==> src/rtl/exc_pkg.sv <==
package exc_pkg;
  typedef enum logic [1:0] {
    KIND_PLAIN    = 2'd0,
    KIND_ADDR     = 2'd1,
    KIND_MISALIGN = 2'd2,
    KIND_BUSERR   = 2'd3
  } req_kind_e;

  localparam int VEC_W      = 4;
  localparam int VEC_USER   = 0;
  localparam int VEC_KERNEL = 1;
  localparam int VEC_DOUBLE = 2;
  localparam int VEC_DEBUG  = 3;

  localparam int CAUSE_ALIGN     = 9;
  localparam int CAUSE_FETCH_BUS = 12;
  localparam int CAUSE_DATA_BUS  = 13;
endpackage

==> src/rtl/exc_classify.sv <==
module exc_classify
  import exc_pkg::*;
#(
  parameter int XLEN    = 32,
  parameter int CAUSE_W = 6
) (
  input  logic               req_on,
  input  logic [1:0]         kind,
  input  logic [CAUSE_W-1:0] cause_in,
  input  logic [XLEN-1:0]    pc,
  input  logic [XLEN-1:0]    vaddr_in,
  input  logic               is_fetch,
  input  logic               unaligned_en,
  input  logic               hw_align,
  output logic               take,
  output logic [CAUSE_W-1:0] cause_out,
  output logic               vaddr_we,
  output logic [XLEN-1:0]    vaddr_out
);
  req_kind_e k;
  logic      align_trap;

  assign k          = req_kind_e'(kind);
  assign align_trap = unaligned_en & ~hw_align;

  always_comb begin
    take      = 1'b0;
    cause_out = cause_in;
    vaddr_we  = 1'b0;
    vaddr_out = vaddr_in;
    if (req_on) begin
      unique case (k)
        KIND_PLAIN: begin
          take = 1'b1;
        end
        KIND_ADDR: begin
          take     = 1'b1;
          vaddr_we = 1'b1;
        end
        KIND_MISALIGN: begin
          take      = align_trap;
          vaddr_we  = align_trap;
          cause_out = CAUSE_W'(CAUSE_ALIGN);
        end
        KIND_BUSERR: begin
          take      = 1'b1;
          vaddr_we  = 1'b1;
          cause_out = is_fetch ? CAUSE_W'(CAUSE_FETCH_BUS) : CAUSE_W'(CAUSE_DATA_BUS);
          vaddr_out = is_fetch ? pc : vaddr_in;
        end
        default: take = 1'b0;
      endcase
    end
  end
endmodule

==> src/rtl/exc_dbg_gate.sv <==
module exc_dbg_gate #(
  parameter int ILVL_W    = 4,
  parameter int DBG_LEVEL = 6
) (
  input  logic              dbg_valid,
  input  logic [ILVL_W-1:0] cur_level,
  output logic              dbg_take
);
  localparam logic [ILVL_W-1:0] LVL = ILVL_W'(DBG_LEVEL);

  assign dbg_take = dbg_valid & (cur_level < LVL);
endmodule

==> src/rtl/exc_state.sv <==
module exc_state
  import exc_pkg::*;
#(
  parameter int XLEN       = 32,
  parameter int CAUSE_W    = 6,
  parameter int DCAUSE_W   = 6,
  parameter int ILVL_W     = 4,
  parameter int NUM_LEVELS = 7,
  parameter int DBG_LEVEL  = 6,
  parameter bit HAS_DEPC   = 1'b1
) (
  input  logic                         clk,
  input  logic                         rst_n,
  input  logic                         gen_take,
  input  logic [CAUSE_W-1:0]           gen_cause,
  input  logic [XLEN-1:0]              gen_pc,
  input  logic                         gen_vaddr_we,
  input  logic [XLEN-1:0]              gen_vaddr,
  input  logic                         dbg_take,
  input  logic [DCAUSE_W-1:0]          dbg_cause,
  input  logic [XLEN-1:0]              dbg_pc,
  input  logic                         ps_we,
  input  logic [ILVL_W+1:0]            ps_wdata,
  output logic [VEC_W-1:0]             vec_q,
  output logic [ILVL_W+1:0]            ps_q,
  output logic [XLEN-1:0]              epc1_q,
  output logic [XLEN-1:0]              depc_q,
  output logic [CAUSE_W-1:0]           cause_q,
  output logic [XLEN-1:0]              vaddr_q,
  output logic [DCAUSE_W-1:0]          dcause_q,
  output logic [NUM_LEVELS-2:0][XLEN-1:0]     epc_bank,
  output logic [NUM_LEVELS-2:0][ILVL_W+1:0]   eps_bank
);
  localparam int PS_W   = ILVL_W + 2;
  localparam int EXCM_B = ILVL_W;
  localparam int UM_B   = ILVL_W + 1;
  localparam int NHI    = NUM_LEVELS - 1;
  localparam logic [ILVL_W-1:0] LVL = ILVL_W'(DBG_LEVEL);

  logic nested;
  assign nested = ps_q[EXCM_B];

  always_ff @(posedge clk or negedge rst_n) begin
    if (!rst_n) begin
      vec_q    <= '0;
      ps_q     <= '0;
      epc1_q   <= '0;
      cause_q  <= '0;
      vaddr_q  <= '0;
      dcause_q <= '0;
    end else begin
      vec_q <= '0;
      if (dbg_take) begin
        dcause_q         <= dbg_cause;
        ps_q             <= {ps_q[UM_B], 1'b1, LVL};
        vec_q[VEC_DEBUG] <= 1'b1;
      end else if (gen_take) begin
        cause_q <= gen_cause;
        if (gen_vaddr_we) vaddr_q <= gen_vaddr;
        if (nested) begin
          vec_q[VEC_DOUBLE] <= 1'b1;
          if (!HAS_DEPC) epc1_q <= gen_pc;
        end else begin
          epc1_q <= gen_pc;
          if (ps_q[UM_B]) vec_q[VEC_USER] <= 1'b1;
          else            vec_q[VEC_KERNEL] <= 1'b1;
        end
        ps_q[EXCM_B] <= 1'b1;
      end else if (ps_we) begin
        ps_q <= ps_wdata;
      end
    end
  end

  generate
    if (HAS_DEPC) begin : g_depc
      always_ff @(posedge clk or negedge rst_n) begin
        if (!rst_n)                              depc_q <= '0;
        else if (gen_take && !dbg_take && nested) depc_q <= gen_pc;
      end
    end else begin : g_no_depc
      assign depc_q = '0;
    end
  endgenerate

  for (genvar i = 0; i < NHI; i++) begin : g_bank
    localparam bool_sel = ((i + 2) == DBG_LEVEL);
    if (bool_sel) begin : g_dbg_slot
      always_ff @(posedge clk or negedge rst_n) begin
        if (!rst_n) begin
          epc_bank[i] <= '0;
          eps_bank[i] <= '0;
        end else if (dbg_take) begin
          epc_bank[i] <= dbg_pc;
          eps_bank[i] <= ps_q;
        end
      end
    end else begin : g_idle_slot
      assign epc_bank[i] = '0;
      assign eps_bank[i] = '0;
    end
  end


  a_r11_one_vector: assert property (@(posedge clk) disable iff (!rst_n)
    $onehot0(vec_q));
  // no pulse extends into a second cycle without a new request
  a_r11_single_cycle: assert property (@(posedge clk) disable iff (!rst_n)
    (!gen_take && !dbg_take) |=> (vec_q == '0));

  a_r3_double_vector: assert property (@(posedge clk) disable iff (!rst_n)
    (gen_take && !dbg_take && nested) |=> vec_q[VEC_DOUBLE]);

  a_r4_excm_set: assert property (@(posedge clk) disable iff (!rst_n)
    (gen_take && !dbg_take) |=> ps_q[EXCM_B]);

  a_r9_debug_level: assert property (@(posedge clk) disable iff (!rst_n)
    dbg_take |=> (ps_q[ILVL_W-1:0] == LVL) && ps_q[EXCM_B]);

  a_r12_ps_write: assert property (@(posedge clk) disable iff (!rst_n)
    (ps_we && !gen_take && !dbg_take) |=> (ps_q == $past(ps_wdata)));

  logic unused_w;
  assign unused_w = ^PS_W;
endmodule

==> src/rtl/exc_dispatch.sv <==
module exc_dispatch
  import exc_pkg::*;
#(
  parameter int XLEN       = 32,
  parameter int CAUSE_W    = 6,
  parameter int DCAUSE_W   = 6,
  parameter int ILVL_W     = 4,
  parameter int NUM_LEVELS = 7,
  parameter int DBG_LEVEL  = 6,
  parameter bit HAS_DEPC   = 1'b1
) (
  input  logic                               clk,
  input  logic                               rst_n,
  input  logic                               req_valid,
  output logic                               req_ready,
  input  logic [1:0]                         req_kind,
  input  logic [CAUSE_W-1:0]                 req_cause,
  input  logic [XLEN-1:0]                    req_pc,
  input  logic [XLEN-1:0]                    req_vaddr,
  input  logic                               req_is_fetch,
  input  logic                               cfg_unaligned_exc,
  input  logic                               cfg_hw_align,
  input  logic                               dbg_valid,
  input  logic [DCAUSE_W-1:0]                dbg_cause,
  input  logic [XLEN-1:0]                    dbg_pc,
  input  logic                               ps_wr_en,
  input  logic [ILVL_W+1:0]                  ps_wr_data,
  output logic [3:0]                         vec_pulse,
  output logic [ILVL_W+1:0]                  ps,
  output logic [XLEN-1:0]                    epc1,
  output logic [XLEN-1:0]                    depc,
  output logic [CAUSE_W-1:0]                 exccause,
  output logic [XLEN-1:0]                    excvaddr,
  output logic [DCAUSE_W-1:0]                debugcause,
  output logic [NUM_LEVELS-2:0][XLEN-1:0]    epc_lvl,
  output logic [NUM_LEVELS-2:0][ILVL_W+1:0]  eps_lvl
);
  localparam logic [ILVL_W-1:0] LVL = ILVL_W'(DBG_LEVEL);

  logic               dbg_take;
  logic               accept;
  logic               gen_take;
  logic [CAUSE_W-1:0] gen_cause;
  logic               gen_vaddr_we;
  logic [XLEN-1:0]    gen_vaddr;
  logic [VEC_W-1:0]   vec_q;

  exc_dbg_gate #(.ILVL_W(ILVL_W), .DBG_LEVEL(DBG_LEVEL)) u_gate (
    .dbg_valid (dbg_valid),
    .cur_level (ps[ILVL_W-1:0]),
    .dbg_take  (dbg_take)
  );

  assign req_ready = ~dbg_take;
  assign accept    = req_valid & req_ready;

  exc_classify #(.XLEN(XLEN), .CAUSE_W(CAUSE_W)) u_classify (
    .req_on       (accept),
    .kind         (req_kind),
    .cause_in     (req_cause),
    .pc           (req_pc),
    .vaddr_in     (req_vaddr),
    .is_fetch     (req_is_fetch),
    .unaligned_en (cfg_unaligned_exc),
    .hw_align     (cfg_hw_align),
    .take         (gen_take),
    .cause_out    (gen_cause),
    .vaddr_we     (gen_vaddr_we),
    .vaddr_out    (gen_vaddr)
  );

  exc_state #(
    .XLEN(XLEN), .CAUSE_W(CAUSE_W), .DCAUSE_W(DCAUSE_W), .ILVL_W(ILVL_W),
    .NUM_LEVELS(NUM_LEVELS), .DBG_LEVEL(DBG_LEVEL), .HAS_DEPC(HAS_DEPC)
  ) u_state (
    .clk          (clk),
    .rst_n        (rst_n),
    .gen_take     (gen_take),
    .gen_cause    (gen_cause),
    .gen_pc       (req_pc),
    .gen_vaddr_we (gen_vaddr_we),
    .gen_vaddr    (gen_vaddr),
    .dbg_take     (dbg_take),
    .dbg_cause    (dbg_cause),
    .dbg_pc       (dbg_pc),
    .ps_we        (ps_wr_en),
    .ps_wdata     (ps_wr_data),
    .vec_q        (vec_q),
    .ps_q         (ps),
    .epc1_q       (epc1),
    .depc_q       (depc),
    .cause_q      (exccause),
    .vaddr_q      (excvaddr),
    .dcause_q     (debugcause),
    .epc_bank     (epc_lvl),
    .eps_bank     (eps_lvl)
  );

  assign vec_pulse = vec_q;

  // a suppressed misaligned access changes nothing
  a_r6_misalign_quiet: assert property (@(posedge clk) disable iff (!rst_n)
    (accept && req_kind == 2'd2 && (!cfg_unaligned_exc || cfg_hw_align) && !ps_wr_en)
      |=> (vec_pulse == '0) && $stable(exccause) && $stable(excvaddr) && $stable(ps));

  a_r8_debug_gated: assert property (@(posedge clk) disable iff (!rst_n)
    (dbg_valid && ps[ILVL_W-1:0] >= LVL) |=> !vec_pulse[VEC_DEBUG]);

  a_r10_stall_means_debug: assert property (@(posedge clk) disable iff (!rst_n)
    (req_valid && !req_ready) |=> vec_pulse[VEC_DEBUG]);

  a_r7_fetch_bus: assert property (@(posedge clk) disable iff (!rst_n)
    (accept && req_kind == 2'd3 && req_is_fetch) |=> (excvaddr == $past(req_pc)));
endmodule

==> config.mk <==
export PLATFORM = sky130hd
export DESIGN_NAME = exc_dispatch
export DESIGN_NICKNAME = d
export VERILOG_FILES = /design/src/rtl/exc_pkg.sv /design/src/rtl/exc_classify.sv /design/src/rtl/exc_dbg_gate.sv /design/src/rtl/exc_state.sv /design/src/rtl/exc_dispatch.sv
export SDC_FILE = /design/constraint.sdc
export NUM_CORES = 1
export LEC_CHECK = 0
export BUFFER_PORTS_ARGS = -buffer_cell sky130_fd_sc_hd__buf_2
export CAP_MARGIN = 15
export CORE_AREA = 2 2 181 183
export CTS_CLUSTER_DIAMETER = 50
export DETAILED_ROUTE_END_ITERATION = 6
export DIE_AREA = 0 0 183 185
export PLACE_DENSITY = 0.53
export SYNTH_ARGS = -nofsm -noshare
export SYNTH_HDL_FRONTEND = slang
export SYNTH_SLANG_ARGS = --single-unit
==> constraint.sdc <==
create_clock -name clk -period 4.3 [get_ports clk]
set_clock_uncertainty 0.1 [all_clocks]
set_input_delay 0.86 -clock clk [delete_from_list [all_inputs] [get_ports clk]]
set_output_delay 0.86 -clock clk [all_outputs]
set_load 0.03 [all_outputs]
==> impl_metrics.yaml, run 1 <==
run_status:
  status: "finished, final reports clean"
placement:
  gp_congestion: 0.753
  dp_slack_ns: 1.08
  portBuffers: 280
  hpwl_um: 15400
hold_path:
  hold_path_class: "flop to flop"
drt:
  drtPass1Iterations: 4
  viasPerCell: 3.73
  drt_wl_total_um: 20100
  routedWlPerCell_um: 14.2
  drt_iter0_drc: 154
  ant_nets: 0
  vias: 5273
  drc: 0
timing:
  tns_ns: 0
  fin_crit_sh_pct: 63.0
  finalSetupViolCount: 0
  fmax_mhz: 369
  relSlewSlack_pct: 32.7
  fin_crit_ns: 2.71
  grt_setup_unrepaired: "false"
  drv_slew: 0
  finalHoldViolCount: 0
  hold_slack_ns: 0.365
  fin_ws_ns: 1.59
  worstMarginPinSlew_ns: 1.01
floorplan:
  floorplan.initialDensity_pct: 24.1
  fp-row-count: 66
  fp.dieH_um: 185
  coreArea_sq_um: 32000
  boundaryPins: 471
  die_width_um: 183
  fp.dieArea_sq_um: 33900
synthesis:
  muxShareOfSynthArea_pct: 15.2
  synth_seq_cells: 156
  yosysUniqueCellTypes: 29
  ys_seq_area_share_pct: 50.6
  synth-compound-area-share_pct: 4.25
  syn_area_sq_um: 7710
  synth_top_family_by_area: "buffers and inverters"
  syn_area_per_cell_sq_um: 10.8
  yosys-top-cells-area: "dfrtp_1 51%, buf_4 18%, nand2_1 7.8%"
  synth_fa_ha_area_share_pct: 0
  synth_warnings: 0
  synth-simple-area-share_pct: 9.39
  syn-instance-count: 713
  synth_top_area_share_pct: 50.6
  synth_top_area_cell: "dfrtp_1"
  synth-xor-area-share_pct: 0
clocking:
  cts_buffer_depth: 2
  htree_levels: 4
  clock-sinks: 156
  cts_buffers: 17
  post-cts-setup-buffers: 0
  insertion_delay_ns: 0.43
  cts_hold_buf: 0
  cts_tree: "built"
  clk_pin_slew_worst_paths_ns: 0.06
  postCtsResizedCells: 0
  cts_root_buf: "clkbuf_16"
layout:
  final_util_pct: 29.6
  drive_gt1_share_pct: 38.9
  layout.nets: 1116
  area_growth_pct: 23.1
global_routing:
  grt_antenna_before_repair: 2
  grt_pass1_vias: 5030
  grtUsageTotal_pct: 11.8
  grt_pass1_wl_um: 29900
  grt_max_degree: 85
  grt_overflow: 0
critical_path:
  setup.worst_path.class: "primary input to flop"
  ff2ff_setup_slack_ns: 1.64
  cpMaxStageDelayCell: "or2_2"
  path_cells: "buf_2 > nand2b_1 > o221ai_4 > or2_2 > buf_4 > mux2_4"
  worstPathRequired_ns: 4.51
  critPathTopFamily: "simple AND/OR/NAND/NOR gates"
  crit_path_max_incr_delay_ns: 0.68
  cp_max_fo: 20
  worstPathArrival_ns: 2.92
  critPathBufInv: 2
  endpoint_kind: "flop"
  crit_path_start_kind: "primary input"
pwr:
  internal-power_uw: 3760
  p_per_area_nw_per_um2: 703
  p_clk_share_pct: 23.7
  p_sw_uw: 2920
  pwr-share-comb_pct: 42.0
  switching_share_pct: 43.8
  pwr-share-seq_pct: 34.3
  leakage_uw: 0.00531
  vdd_ir_drop_max_v: 0.000292
job:
  cap_violations: 0
==> tightest hold or removal path, cell delays in order (launching register included) <==
cell and delay, ns:
dfrtp_1 0.33, nand2_1 0.05, nand2_1 0.05
==> worst paths after layout <==
path                                      start                   end  depth (start not counted)
setup / recovery                      dbg_valid    u_state.depc_q[26]                          6
hold / removal             u_state.eps_bank[29]  u_state.eps_bank[29]                          2
setup reg to reg                u_state.ps_q[3]    u_state.depc_q[26]                          5
hold reg to reg            u_state.eps_bank[29]  u_state.eps_bank[29]                          2
max in group asynchronous                 rst_n    u_state.depc_q[12]                          2
min in group asynchronous                 rst_n    u_state.vaddr_q[2]                          1
==> cell usage in the layout (no fill, tap or decap), types with 2 or more instances in the layout <==
cell type / synthesis / layout
a41o_1: 2 / 2
conb_1: 1 / 190
o21ai_0: 41 / 41
inv_1: 3 / 3
clkinv_4: 0 / 2
nand2b_1: 5 / 5
and2_1: 3 / 3
nor2_4: 0 / 2
mux2_4: 29 / 29
buf_2: 12 / 279
dfrtp_1: 156 / 156
nor2_1: 8 / 7
mux2_2: 36 / 36
buf_4: 190 / 9
a21boi_0: 3 / 3
o221ai_4: 1 / 2
mux2i_1: 33 / 33
clkbuf_16: 0 / 17
a311o_1: 2 / 2
clkbuf_1: 14 / 2
clkinvlp_4: 0 / 3
inv_6: 0 / 3
nand2_1: 160 / 160
bufinv_16: 0 / 3
==> metrics by stage <==
step                area (sq um)  total power, uW  std cells
floorplan                   8420             4380        902
global placement            8890             5140       1381
detailed placement          8890             5170       1381
CTS                         9490             6790       1413
global route                9490             7090       1413
finish                      9500             6680       1414
==> power groups by stage <==
stage	Clock (uW)	Sequential [uW]	Combinational [uW]
after floorplan	0	3380	995
after global placement	0	2320	2820
after detailed placement	0	2310	2850
after CTS	1640	2300	2850
after global routing	1720	2360	3010
final	1580	2290	2810
==> cells by family after synthesis <==
family / Yosys count
AO/OA/AOI/OAI: 53
buffers and inverters: 222
AND/OR/NAND/NOR: 183
flip-flops: 156
multiplexers: 98
other: 1
==> synth_stat cells <==
master     instances
clkbuf_1          14
a311o_1            2
o221ai_4           1
and2b_1            1
buf_4            190
mux2_2            36
o2111ai_1          1
a21boi_0           3
or2_1              1
conb_1             1
mux2i_1           33
nand2b_1           5
buf_2             12
dfrtp_1          156
buf_6              3
o21ai_0           41
nor2_2             1
mux2_4            29
inv_1              3
nor3_1             1
a21oi_1            1
a41o_1             2
and3b_1            1
and2_1             3
o221ai_2           1
nor2_1             8
o21ai_1            1
nand3_1            2
nand2_1          160
==> routing by layer <==
metal | global-route usage [%] | routed length (um) | up-vias
met5 | 0 | 7 | -
met4 | 3.90 | 267 | 2
met3 | 5.07 | 2000 | 13
met2 | 20.0 | 9990 | 276
met1 | 13.2 | 7880 | 2490
li1 | - | - | 2492
==> registers in the layout, indices dropped and copies added, names as in the netlist <==
register / cells
u_state.eps_bank: 6
u_state.vec_q: 4
u_state.ps_q: 6
u_state.epc_bank: 32
u_state.vaddr_q: 32
u_state.cause_q: 6
u_state.epc1_q: 32
u_state.dcause_q: 6
u_state.depc_q: 32
==> cell type report <==
type                       count  area (sq um)
tap                          408           510
antenna                        1          2.50
inverter                       3          11.3
clock buffer                  20           447
clock inverter                12           161
fill                        3389         22500
sequential                   156          3900
timing repair buffer         290          1500
multi-input combinational    524          2970
(Power assumes the default switching activity.)
==> run 2, diff against run 1 <==
--- a/config.mk
+++ b/config.mk
@@ -5,13 +5,14 @@
 export SDC_FILE = /design/constraint.sdc
 export NUM_CORES = 1
 export LEC_CHECK = 0
+export ABC_AREA = 1
 export BUFFER_PORTS_ARGS = -buffer_cell sky130_fd_sc_hd__buf_2
 export CAP_MARGIN = 15
-export CORE_AREA = 2 2 181 183
+export CORE_AREA = 2 2 184 186
 export CTS_CLUSTER_DIAMETER = 50
 export DETAILED_ROUTE_END_ITERATION = 6
-export DIE_AREA = 0 0 183 185
-export PLACE_DENSITY = 0.53
+export DIE_AREA = 0 0 186 188
+export PLACE_DENSITY = 0.55
 export SYNTH_ARGS = -nofsm -noshare
 export SYNTH_HDL_FRONTEND = slang
 export SYNTH_SLANG_ARGS = --single-unit
==> constraint.sdc (replaced) <==
create_clock -name clk -period 2.28 [get_ports clk]
set_clock_uncertainty 0.1 [all_clocks]
set_input_delay 0.456 -clock clk [delete_from_list [all_inputs] [get_ports clk]]
set_output_delay 0.456 -clock clk [all_outputs]
set_load 0.03 [all_outputs]
==> run 2 against run 1 <==
Effect of this change: sequential power grew 90%; power grew 89%; die area grew 3.3%; non-clock buffer count grew 15; worst setup slack got worse by 1.5 ns; synthesized area up 5.2%; sequential share of layout area down 2.3 points; global-route usage rose by 2.1 points; worst hold slack got worse by 0.24 ns; register-to-register slack worse by 1.2 ns; first-iteration DRC count is 62% higher; flip-flop and latch count unchanged; largest power group unchanged.
==> impl_metrics.yaml, run 2 <==
synthesis:
  synth_warnings: 0
  syn-instance-count: 1009
  yosys-top-cells-area: "dfrtp_1 48%, nand2_1 20%, buf_4 18%"
  synth-compound-area-share_pct: 0.617
  ys.flop_type: "dfrtp_1"
  synth_fa_ha_area_share_pct: 0
  synth-simple-area-share_pct: 27.3
  ys_seq_area_share_pct: 48.1
  synth-xor-area-share_pct: 0
  synth_top_area_share_pct: 48.1
  synth_seq_cells: 156
  async_flop_share_pct: 100
  synth_edf_count: 0
  syn_area_per_cell_sq_um: 8.04
  synth_top_area_cell: "dfrtp_1"
  synth_top_family_by_area: "simple AND/OR/NAND/NOR gates"
  muxShareOfSynthArea_pct: 0
  syn_area_sq_um: 8110
  yosysMostFrequentCell: "nand2_1"
  yosysUniqueCellTypes: 24
  ys_top_cells_by_count: "441 x nand2_1, 193 x buf_4, 156 x dfrtp_1, 72 x inv_1, 41 x nand3_1"
placement:
  hpwl_um: 17600
  dp_slack_ns: 0.380
  gp_congestion: 0.793
  post_dp_cell_area_sq_um: 9450
  portBuffers: 280
timing:
  drv_slew: 0
  fmax_mhz: 464
  fin_crit_ns: 2.15
  fin_ws_ns: 0.126
  worstMarginPinSlew_ns: 0.670
  finalSetupViolCount: 0
  tns_ns: 0
  hold_slack_ns: 0.121
  grt_setup_unrepaired: "false"
  fin_crit_sh_pct: 94.5
  relSlewSlack_pct: 55.3
  finalHoldViolCount: 0
critical_path:
  crit_path_start_kind: "flop"
  reg2reg_depth: 8
  r2r-end: "u_state.vaddr_q[11]"
  critPathLaunch: "u_state.ps_q[2]"
  setup.worst_path.class: "flop to output pin"
  path_cells: "nand2_1 > nand3_4 > buf_4 > buf_2"
  r2r-start: "u_state.ps_q[2]"
  critPathTopFamily: "flip-flops"
  ff2ff_setup_slack_ns: 0.42
  endpoint_kind: "output pin"
  cpMaxStageDelayCell: "dfrtp_1"
  crit_path_max_incr_delay_ns: 0.45
  critPathBufInv: 2
  worstPathRequired_ns: 1.72
  cp_max_fo: 8
  worstPathArrival_ns: 1.60
pwr:
  p_per_area_nw_per_um2: 1260
  vdd_ir_drop_max_v: 0.000534
  internal-power_uw: 6840
  p_sw_uw: 5820
  pwr-share-seq_pct: 34.3
  pwr-share-comb_pct: 42.2
  leakage_uw: 0.00606
  switching_share_pct: 46.0
  p_clk_share_pct: 23.5
clocking:
  postCtsResizedCells: 0
  insertion_delay_ns: 0.42
  clock-sinks: 156
  cts_root_buf: "clkbuf_16"
  cts_buffer_depth: 2
  post-cts-setup-buffers: 0
  htree_levels: 4
  cts_tree: "built"
  cts_buffers: 17
  clk_pin_slew_worst_paths_ns: 0.07
  cts_hold_buf: 1
floorplan:
  floorplan.initialDensity_pct: 24.5
  coreArea_sq_um: 33100
  fp.dieArea_sq_um: 35000
  fp.dieH_um: 188
  fp-row-count: 67
  die_width_um: 186
  boundaryPins: 471
drt:
  ant_nets: 0
  vias: 6693
  drt_wl_total_um: 24700
  drtPass1Iterations: 4
  viasPerCell: 3.82
  routedWlPerCell_um: 14.1
  drc: 0
  drt_iter0_drc: 249
layout:
  finalInstanceArea_sq_um: 10100
  final_common_cell: "nand2_1"
  ff_latch_area_sq_um: 3900
  drive_gt1_share_pct: 26.9
  n_fill_cell: 3650
  final_util_pct: 30.4
  multi_input_area_sq_um: 3000
  antennaDiodeCount: 0
  final_cell_mix: "441 x nand2_1, 279 x buf_2, 190 x conb_1"
  area_growth_pct: 24.0
  layout.nets: 1415
global_routing:
  grt_max_degree: 58
  grt_pass1_wl_um: 36400
  grtUsageTotal_pct: 13.8
  grt_overflow: 0
  grt_antenna_before_repair: 0
  grt_pass1_vias: 6240
job:
  cap_violations: 0
hold_path:
  hold-path-cell-count: 3
  hp-start: "dbg_pc[0]"
  hold_path_class: "primary input to flop"
  min_to: "u_state.epc_bank[128]"
run_status:
  status: "finished, final reports clean"
==> run 2: power by group through the flow <==
stage          sequential (uW)  combinational, uW  clock [uW]
5_1_grt                   4470               5750        3200
4_1_cts                   4350               5420        3090
3_3_place_gp              4390               5370           0
6_report                  4340               5340        2970
3_5_place_dp              4380               5420           0
2_1_floorplan             6370               1830           0
==> run 2: area by class of cell <==
type,count,share of cell area [%]
clock buffers,20,4.34
clock inverters,12,1.59
inverters,76,2.84
multi-input cells,735,29.8
flip-flops and latches,156,38.8
well taps,448,5.57
repair buffers,305,17.0
==> run 2: tightest hold or removal path: cells and delay by family <==
kind	cells	cell delay, ns
simple gates	2	0.08
buf+inv	1	0.07
==> run 2: cell families (layout without fill, tap and decap cells) <==
family	count (synthesis)	in the layout
AND/OR/NAND/NOR	537	537
buffers and inverters	307	413
flip-flops	156	156
AO/OA/AOI/OAI	8	8
other	1	190
==> run 2: through the flow <==
step | power, uW | cells
global route | 13400 | 1752
CTS | 12900 | 1752
floorplan | 8200 | 1198
detailed placement | 9800 | 1719
global placement | 9750 | 1719
finish | 12700 | 1752
==> run 2: worst max path at each step <==
| stage | endpoint | slack [ns] | depth (start not counted) |
|---|---|---|---|
| 2_1_floorplan | req_ready | 0.48 | 4 |
| 3_3_place_gp | u_state.vaddr_q[26] | 0.37 | 7 |
| 3_5_place_dp | u_state.vaddr_q[11] | 0.38 | 7 |
| 4_1_cts | req_ready | 0.04 | 4 |
| 5_1_grt | req_ready | 0.02 | 4 |
| 6_report | req_ready | 0.13 | 4 |
==> run 2: routing by layer <==
metal | vias up | share of wire, % | wire, um | GRT usage (%)
li1 | 3253 | - | - | -
met1 | 3118 | 42 | 10400 | 17.2
met2 | 308 | 50 | 12400 | 24.2
met3 | 14 | 6.2 | 1530 | 2.37
met4 | 0 | 1.4 | 343 | 4.33
met5 | - | 0 | 0 | 0
